<file path="config.mk">
export PLATFORM = sky130hd
export DESIGN_NAME = hash_regfront
export DESIGN_NICKNAME = d
export VERILOG_FILES = /design/src/rtl/hash_front_pkg.sv /design/src/rtl/hash_cmd_decode.sv /design/src/rtl/hash_done_tracker.sv /design/src/rtl/hash_regfront.sv
export SDC_FILE = /design/constraint.sdc
export NUM_CORES = 1
export LEC_CHECK = 0
export ABC_AREA = 1
export BUFFER_PORTS_ARGS = -buffer_cell sky130_fd_sc_hd__buf_2
export CORE_MARGIN = 5
export CORE_UTILIZATION = 54
export CTS_CLUSTER_DIAMETER = 30
export DETAILED_ROUTE_END_ITERATION = 7
export PLACE_DENSITY = 0.81
export SLEW_MARGIN = 20
export SYNTH_ARGS = -nofsm -noshare
export SYNTH_HDL_FRONTEND = slang
export SYNTH_HIERARCHICAL = 1
export SYNTH_SLANG_ARGS = --single-unit
export TNS_END_PERCENT = 1
</file>
<file path="constraint.sdc">
create_clock -name clk -period 1.5 [get_ports clk]
set_clock_uncertainty 0.05 [all_clocks]
set_input_delay 0 -clock clk [delete_from_list [all_inputs] [get_ports clk]]
set_output_delay 0 -clock clk [all_outputs]
set_load 0.02 [all_outputs]
</file>
<file path="src/rtl/hash_front_pkg.sv">
package hash_front_pkg;

    typedef enum logic [2:0] {
        ALG_MD5    = 3'd0,
        ALG_SHA1   = 3'd1,
        ALG_SHA224 = 3'd2,
        ALG_SHA256 = 3'd3,
        ALG_SHA512 = 3'd4,
        ALG_SHA384 = 3'd5
    } hash_alg_e;

    typedef struct packed {
        hash_alg_e  alg;
        logic [1:0] mode;
        logic       accum;
        logic       sg;
        logic       irq_en;
        logic       valid;
    } cmd_fields_t;

    localparam int unsigned CMD_SEL_LSB   = 4;
    localparam int unsigned CMD_MODE_LSB  = 7;
    localparam int unsigned CMD_IRQEN_BIT = 9;
    localparam int unsigned CMD_SUB_LSB   = 10;
    localparam int unsigned CMD_SG_BIT    = 18;
    localparam int unsigned STAT_DONE_BIT = 9;

    localparam logic [2:0] SEL_MD5    = 3'b000;
    localparam logic [2:0] SEL_SHA1   = 3'b010;
    localparam logic [2:0] SEL_SHA224 = 3'b100;
    localparam logic [2:0] SEL_SHA256 = 3'b101;
    localparam logic [2:0] SEL_FAMILY = 3'b110;

    localparam logic [1:0] MODE_ACCUM = 2'b10;

endpackage

</file>
<file path="src/rtl/hash_cmd_decode.sv">
module hash_cmd_decode
    import hash_front_pkg::*;
(
    input  logic [2:0]  sel,
    input  logic [1:0]  sub,
    input  logic [1:0]  mode,
    input  logic        sg,
    input  logic        irq_en,
    output cmd_fields_t fields
);

    always_comb begin
        fields        = '0;
        fields.mode   = mode;
        fields.accum  = (mode == MODE_ACCUM);
        fields.sg     = sg;
        fields.irq_en = irq_en;
        fields.valid  = 1'b1;
        unique case (sel)
            SEL_MD5:    fields.alg = ALG_MD5;
            SEL_SHA1:   fields.alg = ALG_SHA1;
            SEL_SHA224: fields.alg = ALG_SHA224;
            SEL_SHA256: fields.alg = ALG_SHA256;
            SEL_FAMILY: begin
                unique case (sub)
                    2'b00:   fields.alg = ALG_SHA512;
                    2'b01:   fields.alg = ALG_SHA384;
                    2'b10:   fields.alg = ALG_SHA256;
                    default: fields.valid = 1'b0;
                endcase
            end
            default: fields.valid = 1'b0;
        endcase
    end

endmodule

</file>
<file path="src/rtl/hash_done_tracker.sv">
module hash_done_tracker (
    input  logic clk,
    input  logic rst_n,
    input  logic accept_valid,
    input  logic accept_invalid,
    input  logic accept_irq_en,
    input  logic eng_done,
    input  logic clr_done,
    output logic busy,
    output logic done_flag,
    output logic irq
);

    typedef struct packed {
        logic busy;
        logic done;
        logic irq;
        logic ie;
    } trk_t;

    trk_t q, d;
    logic finish, complete, ie_eff;

    always_comb begin
        finish   = q.busy & eng_done;
        complete = finish | accept_invalid;
        ie_eff   = accept_invalid ? accept_irq_en : q.ie;
        d        = q;
        if (accept_valid) begin
            d.busy = 1'b1;
            d.ie   = accept_irq_en;
        end else if (finish) begin
            d.busy = 1'b0;
        end
        if (complete)      d.done = 1'b1;
        else if (clr_done) d.done = 1'b0;
        if (complete && ie_eff) d.irq = 1'b1;
        else if (clr_done)      d.irq = 1'b0;
    end

    always_ff @(posedge clk) begin
        if (!rst_n) q <= '0;
        else        q <= d;
    end

    assign busy      = q.busy;
    assign done_flag = q.done;
    assign irq       = q.irq;


    done_after_finish_chk: assert property (@(posedge clk) disable iff (!rst_n)
        (busy && eng_done) |=> done_flag);


    irq_needs_flag_chk: assert property (@(posedge clk) disable iff (!rst_n)
        irq |-> done_flag);


    clear_takes_chk: assert property (@(posedge clk) disable iff (!rst_n)
        (clr_done && !(busy && eng_done) && !accept_invalid) |=> (!done_flag && !irq));


    busy_holds_chk: assert property (@(posedge clk) disable iff (!rst_n)
        (busy && !eng_done) |=> busy);

endmodule

</file>
<file path="src/rtl/hash_regfront.sv">
module hash_regfront
    import hash_front_pkg::*;
#(
    parameter int unsigned ADDR_W   = 6,
    parameter logic [31:0] SRC_MASK = 32'h7FFF_FFFF,
    parameter logic [31:0] DST_MASK = 32'h7FFF_FFF8,
    parameter logic [31:0] KEY_MASK = 32'h7FFF_FFF8,
    parameter logic [31:0] LEN_MASK = 32'h0FFF_FFFF,
    parameter logic [31:0] CMD_MASK = 32'h0014_7FFF
) (
    input  logic              clk,
    input  logic              rst_n,
    input  logic              wr_en,
    input  logic              rd_en,
    input  logic [ADDR_W-1:0] addr,
    input  logic [31:0]       wdata,
    output logic [31:0]       rdata,
    input  logic              eng_done,
    output logic              start,
    output logic [2:0]        start_alg,
    output logic [1:0]        start_mode,
    output logic              start_accum,
    output logic              start_sg,
    output logic [31:0]       src_addr,
    output logic [31:0]       dst_addr,
    output logic [31:0]       key_addr,
    output logic [31:0]       src_len,
    output logic              irq
);

    localparam int unsigned NUM_AREG = 4;
    localparam int unsigned WINDOW   = 8;
    localparam logic [ADDR_W-1:0] W_CMD    = ADDR_W'(4);
    localparam logic [ADDR_W-1:0] W_STATUS = ADDR_W'(7);
    localparam logic [ADDR_W-1:0] W_LIMIT  = ADDR_W'(WINDOW);
    localparam logic [NUM_AREG-1:0][31:0] AREG_MASK = {LEN_MASK, KEY_MASK, DST_MASK, SRC_MASK};

    typedef struct packed {
        logic [NUM_AREG-1:0][31:0] areg;
        logic [31:0]               cmd;
        logic [31:0]               rdata;
        logic                      start;
        hash_alg_e                 alg;
        logic [1:0]                mode;
        logic                      accum;
        logic                      sg;
    } front_t;

    front_t q, d;

    logic [NUM_AREG-1:0] areg_we;
    logic [31:0]         cmd_in;
    cmd_fields_t         dec;
    logic                busy, done_flag;
    logic                cmd_wr, accept, clr_done;

    genvar gi;
    generate
        for (gi = 0; gi < NUM_AREG; gi++) begin : g_areg_we
            assign areg_we[gi] = wr_en && (addr == ADDR_W'(gi));
        end
    endgenerate

    assign cmd_in   = wdata & CMD_MASK;
    assign cmd_wr   = wr_en && (addr == W_CMD);
    assign accept   = cmd_wr && !busy;
    assign clr_done = wr_en && (addr == W_STATUS) && wdata[STAT_DONE_BIT];

    hash_cmd_decode u_dec (
        .sel    (cmd_in[CMD_SEL_LSB +: 3]),
        .sub    (cmd_in[CMD_SUB_LSB +: 2]),
        .mode   (cmd_in[CMD_MODE_LSB +: 2]),
        .sg     (cmd_in[CMD_SG_BIT]),
        .irq_en (cmd_in[CMD_IRQEN_BIT]),
        .fields (dec)
    );

    hash_done_tracker u_trk (
        .clk            (clk),
        .rst_n          (rst_n),
        .accept_valid   (accept && dec.valid),
        .accept_invalid (accept && !dec.valid),
        .accept_irq_en  (dec.irq_en),
        .eng_done       (eng_done),
        .clr_done       (clr_done),
        .busy           (busy),
        .done_flag      (done_flag),
        .irq            (irq)
    );

    always_comb begin
        d       = q;
        d.start = 1'b0;
        for (int i = 0; i < NUM_AREG; i++) begin
            if (areg_we[i]) d.areg[i] = wdata & AREG_MASK[i];
        end
        if (accept) begin
            d.cmd = cmd_in;
            if (dec.valid) begin
                d.start = 1'b1;
                d.alg   = dec.alg;
                d.mode  = dec.mode;
                d.accum = dec.accum;
                d.sg    = dec.sg;
            end
        end
        if (rd_en) begin
            d.rdata = '0;
            for (int i = 0; i < NUM_AREG; i++) begin
                if (addr == ADDR_W'(i)) d.rdata = q.areg[i];
            end
            if (addr == W_CMD)    d.rdata = q.cmd;
            if (addr == W_STATUS) d.rdata = 32'(done_flag) << STAT_DONE_BIT;
        end
    end

    always_ff @(posedge clk) begin
        if (!rst_n) q <= '0;
        else        q <= d;
    end

    assign rdata       = q.rdata;
    assign start       = q.start;
    assign start_alg   = q.alg;
    assign start_mode  = q.mode;
    assign start_accum = q.accum;
    assign start_sg    = q.sg;
    assign src_addr    = q.areg[0];
    assign dst_addr    = q.areg[1];
    assign key_addr    = q.areg[2];
    assign src_len     = q.areg[3];


    start_pulse_chk: assert property (@(posedge clk) disable iff (!rst_n)
        start |=> !start);


    start_busy_chk: assert property (@(posedge clk) disable iff (!rst_n)
        start |-> busy);


    invalid_done_chk: assert property (@(posedge clk) disable iff (!rst_n)
        (cmd_wr && !busy && !dec.valid) |=> (!start && done_flag));


    busy_ignore_chk: assert property (@(posedge clk) disable iff (!rst_n)
        (cmd_wr && busy) |=> (!start && $stable(q.cmd)));


    outside_zero_chk: assert property (@(posedge clk) disable iff (!rst_n)
        (rd_en && addr >= W_LIMIT) |=> (rdata == 32'h0));

endmodule

</file>
==> results.cfg, run 1 <==
[global_routing]
grt_pass1_vias = 7090
grt_use_total = 0.2509
met3_usage = 0.05775
grt_overflow = 0
grt_util_met1 = 0.3231
grt_pass1_wl_mm = 36.27
busiest_layer = met2
grt_max_degree = 59
antenna_found_initial = 1
grt_use_met2 = 0.4013

[finish]
nets = 1233
fill_cells = 1321
multi_input_area_mm2 = 0.003092
seq_area_mm2 = 0.003503
drive_gt1_frac = 0.2552
finalNonFillerCells = 1412
area_growth_pct = 12.52
utilization = 0.6221

[timing]
fin_crit_sh = 0.9042
grt_setup_unrepaired = false
drv_slew = 0
layout_setup_ws_ns = 0.1438
relSlewSlack = 0.6480
whs_ns = 0.02645
finalHoldViolations = 0
layout_min_cycle_time_ns = 1.356
clock.fmax_mhz = 737.3
setup_viol = 0
fin_setup_tns_ns = 0
tightestPinTransition_ns = 0.5280

[clock_network]
cts_tree = yes
ctsResizeCount = 0
cts.sinks = 175
cts_root_buf = clkbuf_16
h-tree-depth = 4
clk_path_buf_depth = 2
insertion_delay_ns = 0.43
cts_made_buffers = 17
clk_pin_slew_ns = 0.07

[power_and_ir_drop]
p_leak_nw = 4.335
ir_drop_uv = 814.4
p_per_area_mw_per_mm2 = 991.5

[yosys]
syn_area_per_cell_um2 = 7.628
syn_inst = 1106
synth_top_area_share = 0.4152
synthTopCellsByCount = a21oi_1, buf_4, dfxtp_1
synthArstFlopShare = 0
yosysSeqAreaShare = 0.4152
synth-main-ff-cell = dfxtp_1
yosys.area.top_type = dfxtp_1
synth_area_leaders = dfxtp_1, buf_4, a21oi_1
yosys.cell_count.top_type = a21oi_1
yosys_warnings = 6
synth_edf_count = 0
ys_seq_elements = 175
ys_types = 27
syn_area_mm2 = 0.008437

[detailed_routing]
num_vias = 7576
drc = 0
drt_iter0_markers = 632
wirelength_mm = 23.43
drt-pass1-iter-count = 7
ant_nets = 0
wl_per_cell_um = 16.60
vias_per_cell = 5.365

[placed_design]
gp_congestion = 0.8743
dpl.cell_count = 1343
dpl.hpwl_mm = 16.42
dp_slack_ns = 0.003955
io_buffers = 196

[floorplanning]
io_pins = 212
die-height_um = 135.0
fp-row-count = 45
initial_core_util = 0.5529
dieArea_mm2 = 0.01822
die_x_um = 135.0
coreArea_mm2 = 0.01526

[worst_setup_path]
cpPeakStageDelay_ns = 0.55
cp.depth = 5
startpoint_type = input pin
required_ns = 1.79
cp.buffers_inverters = 3
slowest_stage = dlygate4sd3_1
cp.arrival_ns = 1.64
ff2ff_path_depth = 4
crit_type = input pin to register
path_cells = dlygate4sd3_1 -> buf_2 -> buf_4 -> o21ai_0 -> a21oi_1
end_kind = register
crit_fanout = 58
crit_family = buffers and inverters

[min_path]
min_path_type = input pin to register
hold_depth = 6

[status]
status = finished clean

[run]
drv_cap = 0
## worst paths after layout
kind	from	slack (ns)	end
setup / recovery	rst_n	0.14	src_len[0]
hold / removal	wr_en	0.03	u_trk/done_flag
setup reg to reg	u_trk/busy	0.18	q[51]
hold reg to reg	start_alg[1]	0.41	start_alg[1]
## cell usage in the layout, fill, tap and decap left out, types with 17 or more instances in the layout
cell / netlist / layout
clkbuf_16: 0 / 17
nand2_1: 115 / 115
dfxtp_1: 175 / 175
nor2_1: 98 / 98
inv_1: 87 / 86
a21oi_1: 191 / 191
buf_2: 16 / 196
o21ai_0: 130 / 130
nand3_1: 22 / 22
dlygate4sd3_1: 0 / 35
buf_4: 179 / 36
## power by group
group	switching, mW	internal (mW)	leakage [nW]	total [mW]
sequential	0.0215	4.68	1.41	4.70
clock	1.93	2.14	0.238	4.06
combinational	0.423	0.227	2.69	0.651
## sequential cells by signal (all words and copies together), names as in the netlist, 2 cells and up
signal      cells
rdata          31
src_addr       31
dst_addr       28
key_addr       28
src_len        28
q              17
start_alg       3
start_mode      2
## cells by family (layout without fill, tap and decap cells)
family / after synthesis / in the layout / share of synthesized area
AOI/OAI and AO/OA: 354 / 354 / 0.2278
adders and majority gates: 4 / 4 / 0.005932
buffers and inverters: 319 / 399 / 0.2260
DFF: 175 / 175 / 0.4152
other: 1 / 16 / 0.0004445
and+or+nand+nor: 253 / 253 / 0.1246
## worst min-delay path, stage by stage
cell	delay, ns
buf_2	0.12
nand2_1	0.07
nor2_1	0.04
inv_1	0.08
a21oi_1	0.07
nor2_1	0.08
## routing by layer
layer,vias to the layer above,share of wire
met3,78,0.090
met4,0,0.037
met2,407,0.46
met1,3473,0.41
met5,-,0
li1,3618,-
## layout make-up
type                    instances  area share
well taps                     211     0.02781
clock inverters                14     0.01147
clock buffers                  18     0.04521
flip-flops and latches        175      0.3691
repair buffers                274      0.1835
diodes                          2   0.0005272
inverters                      93     0.03677
multi-input cells             625      0.3257
## through the flow
stage	instance area, um^2	power, mW
floorplan	8486	5.192
finish	9493	9.412
global placement	8600	5.358
CTS	9488	9.439
detailed placement	8600	5.366
global route	9490	9.679
## what timing repair did
| action | in CTS | in global routing |
|---|---|---|
| hold buffers | 35 | 0 |
| endpoints found under the hold margin | 150 | 0 |
| setup endpoints to repair | 0 | 0 |
| setup buffers | 0 | 0 |
Note: power is estimated with default switching activity, not from simulation.
==> inputs of run 2 (changes only) <==
Settings changed: CORE_UTILIZATION 54 to 58, PLACE_DENSITY 0.81 to 0.86.
Clock period 1.5 ns to 1.65 ns, I/O delays scaled along.
==> run 2 against run 1 <==
Combinational power decreased by 11%. Critical path depth increased by 6. Non-clock buffer count decreased by 14.
==> results.cfg, run 2 (same netlist as run 1, synthesis figures left out) <==
[min_path]
min_path_type = input pin to register
hold_end = dst_addr[28]
hold_start = addr[1]
hold_depth = 4

[floorplanning]
io_pins = 212
die-height_um = 130.6
coreArea_mm2 = 0.01442
fp-row-count = 44
die_x_um = 130.6
dieArea_mm2 = 0.01706
initial_core_util = 0.5849

[timing]
drv_slew = 0
clock.fmax_mhz = 678.9
finalHoldViolations = 0
setup_viol = 0
grt_setup_unrepaired = false
whs_ns = 0.01992
fin_crit_sh = 0.8927
layout_min_cycle_time_ns = 1.473
fin_setup_tns_ns = 0

[detailed_routing]
drc = 0
ant_nets = 0
num_vias = 7583
drt-pass1-iter-count = 5
wirelength_mm = 23.70
drt_iter0_markers = 672
vias_per_cell = 5.547
wl_per_cell_um = 17.34

[power_and_ir_drop]
switching_power_mw = 2.005
p_clk_frac = 0.434
total_power_mw = 8.570
p_leak_nw = 4.286
swShare = 0.2340
p_int_mw = 6.565
ir_drop_uv = 676.0
power_frac_comb = 0.068
p_per_area_mw_per_mm2 = 917.2
pwr-share-seq = 0.498

[worst_setup_path]
cp.arrival_ns = 1.74
end_kind = register
startpoint_type = input pin
ff2ff_path_depth = 8
r2r-start = u_trk/busy
required_ns = 1.91
crit_type = input pin to register
crit_fanout = 8
rrSetupSlack_ns = 0.25
regToRegEndpoint = u_trk/irq

[placed_design]
dpl.hpwl_mm = 15.93
dpl_cell_area_mm2 = 0.008447
io_buffers = 196
dpl.cell_count = 1301
gp_congestion = 0.8499

[finish]
finalNonFillerCells = 1367
drive_gt1_frac = 0.2428
layout_common_cells = buf_2, a21oi_1, dfxtp_1
fill_cells = 1218
final_common_cell = buf_2
design_area_mm2 = 0.009344
nets = 1219
area_growth_pct = 10.75

[global_routing]
grt_max_degree = 118
grt_overflow = 0
antenna_found_initial = 2
grt_pass1_vias = 7281
grt_use_total = 0.2731
grt_pass1_wl_mm = 36.48

[clock_network]
cts_root_buf = clkbuf_16
clk_pin_slew_ns = 0.06
cts_tree = yes
h-tree-depth = 4
cts_made_buffers = 17
clk_path_buf_depth = 2
cts.sinks = 175
insertion_delay_ns = 0.42

[run]
drv_cap = 0

[status]
status = finished clean
-- run 2: cell count changes in the layout (fill, tap and decap cells not counted), sizes merged --
cell         previous run  this run
dlygate4sd3            35        36
inv                    97        93
clkinvlp                8         1
clkinv                  2         6
diode                   2         1
bufinv                  0         1
clkbuf                 18        21
buf                   239       224
-- run 2: how the worst max path moves through the flow --
| stage | startpoint | slack, ns | end |
|---|---|---|---|
| global placement | addr[3] | 0.12 | rdata[18] |
| finish | wr_en | 0.18 | u_trk/irq |
| floorplan | u_trk/busy | 0.41 | u_trk/irq |
| global route | wr_en | 0.007 | u_trk/irq |
| CTS | wr_en | 0.06 | u_trk/irq |
| detailed placement | addr[3] | 0.09 | rdata[18] |
-- run 2: cell type report --
cell class	instances	area [um^2]	area share
well taps	184	230.2	0.02464
flip-flops and latches	175	3503	0.3749
inverters	93	349.1	0.03736
clock buffers	21	460.4	0.04928
diodes	1	2.502	0.0002678
multi-input cells	625	3092	0.3309
repair buffers	260	1639	0.1754
clock inverters	8	67.56	0.007231
-- run 2: power groups by stage --
stage               combinational [mW]  clock [mW]  sequential (mW)
floorplan                        0.360           0             4.36
global placement                 0.491           0             4.36
detailed placement               0.501           0             4.37
CTS                              0.569        3.76             4.27
global route                     0.629        3.93             4.27
finish                           0.582        3.72             4.27
-- run 2: worst max-delay path, stage by stage --
cell and delay [ns]:
dlygate4sd3_1 0.55, buf_2 0.15, inv_1 0.16, nor3_4 0.22, inv_1 0.18, nor2_1 0.15
inv_1 0.08, nand2_1 0.07, nand2_1 0.06, nand2_1 0.07, a21oi_2 0.05
-- run 2: timing repair --
action | 4_1_cts | 5_1_grt
hold buffers | 36 | 0
endpoints found under the hold margin | 151 | 0
setup endpoints to repair | 0 | 5
setup buffers | 0 | 0
gates resized for setup | 0 | 1
-- run 2: per-stage QoR --
step                  util  setup WS, ns
global placement    0.5856        0.1206
floorplan                -        0.4055
detailed placement  0.5856       0.08763
finish              0.6478        0.1771
CTS                 0.6472       0.06365
global route        0.6476      0.007314
-- run 2: metal layers --
metal / wire length, um / global-route usage / vias up
li1: - / - / 3579
met1: 9143 / 0.3395 / 3494
met2: 11180 / 0.4467 / 437
met3: 2484 / 0.06260 / 69
met4: 874 / 0.1349 / 4
met5: 19 / 0 / -
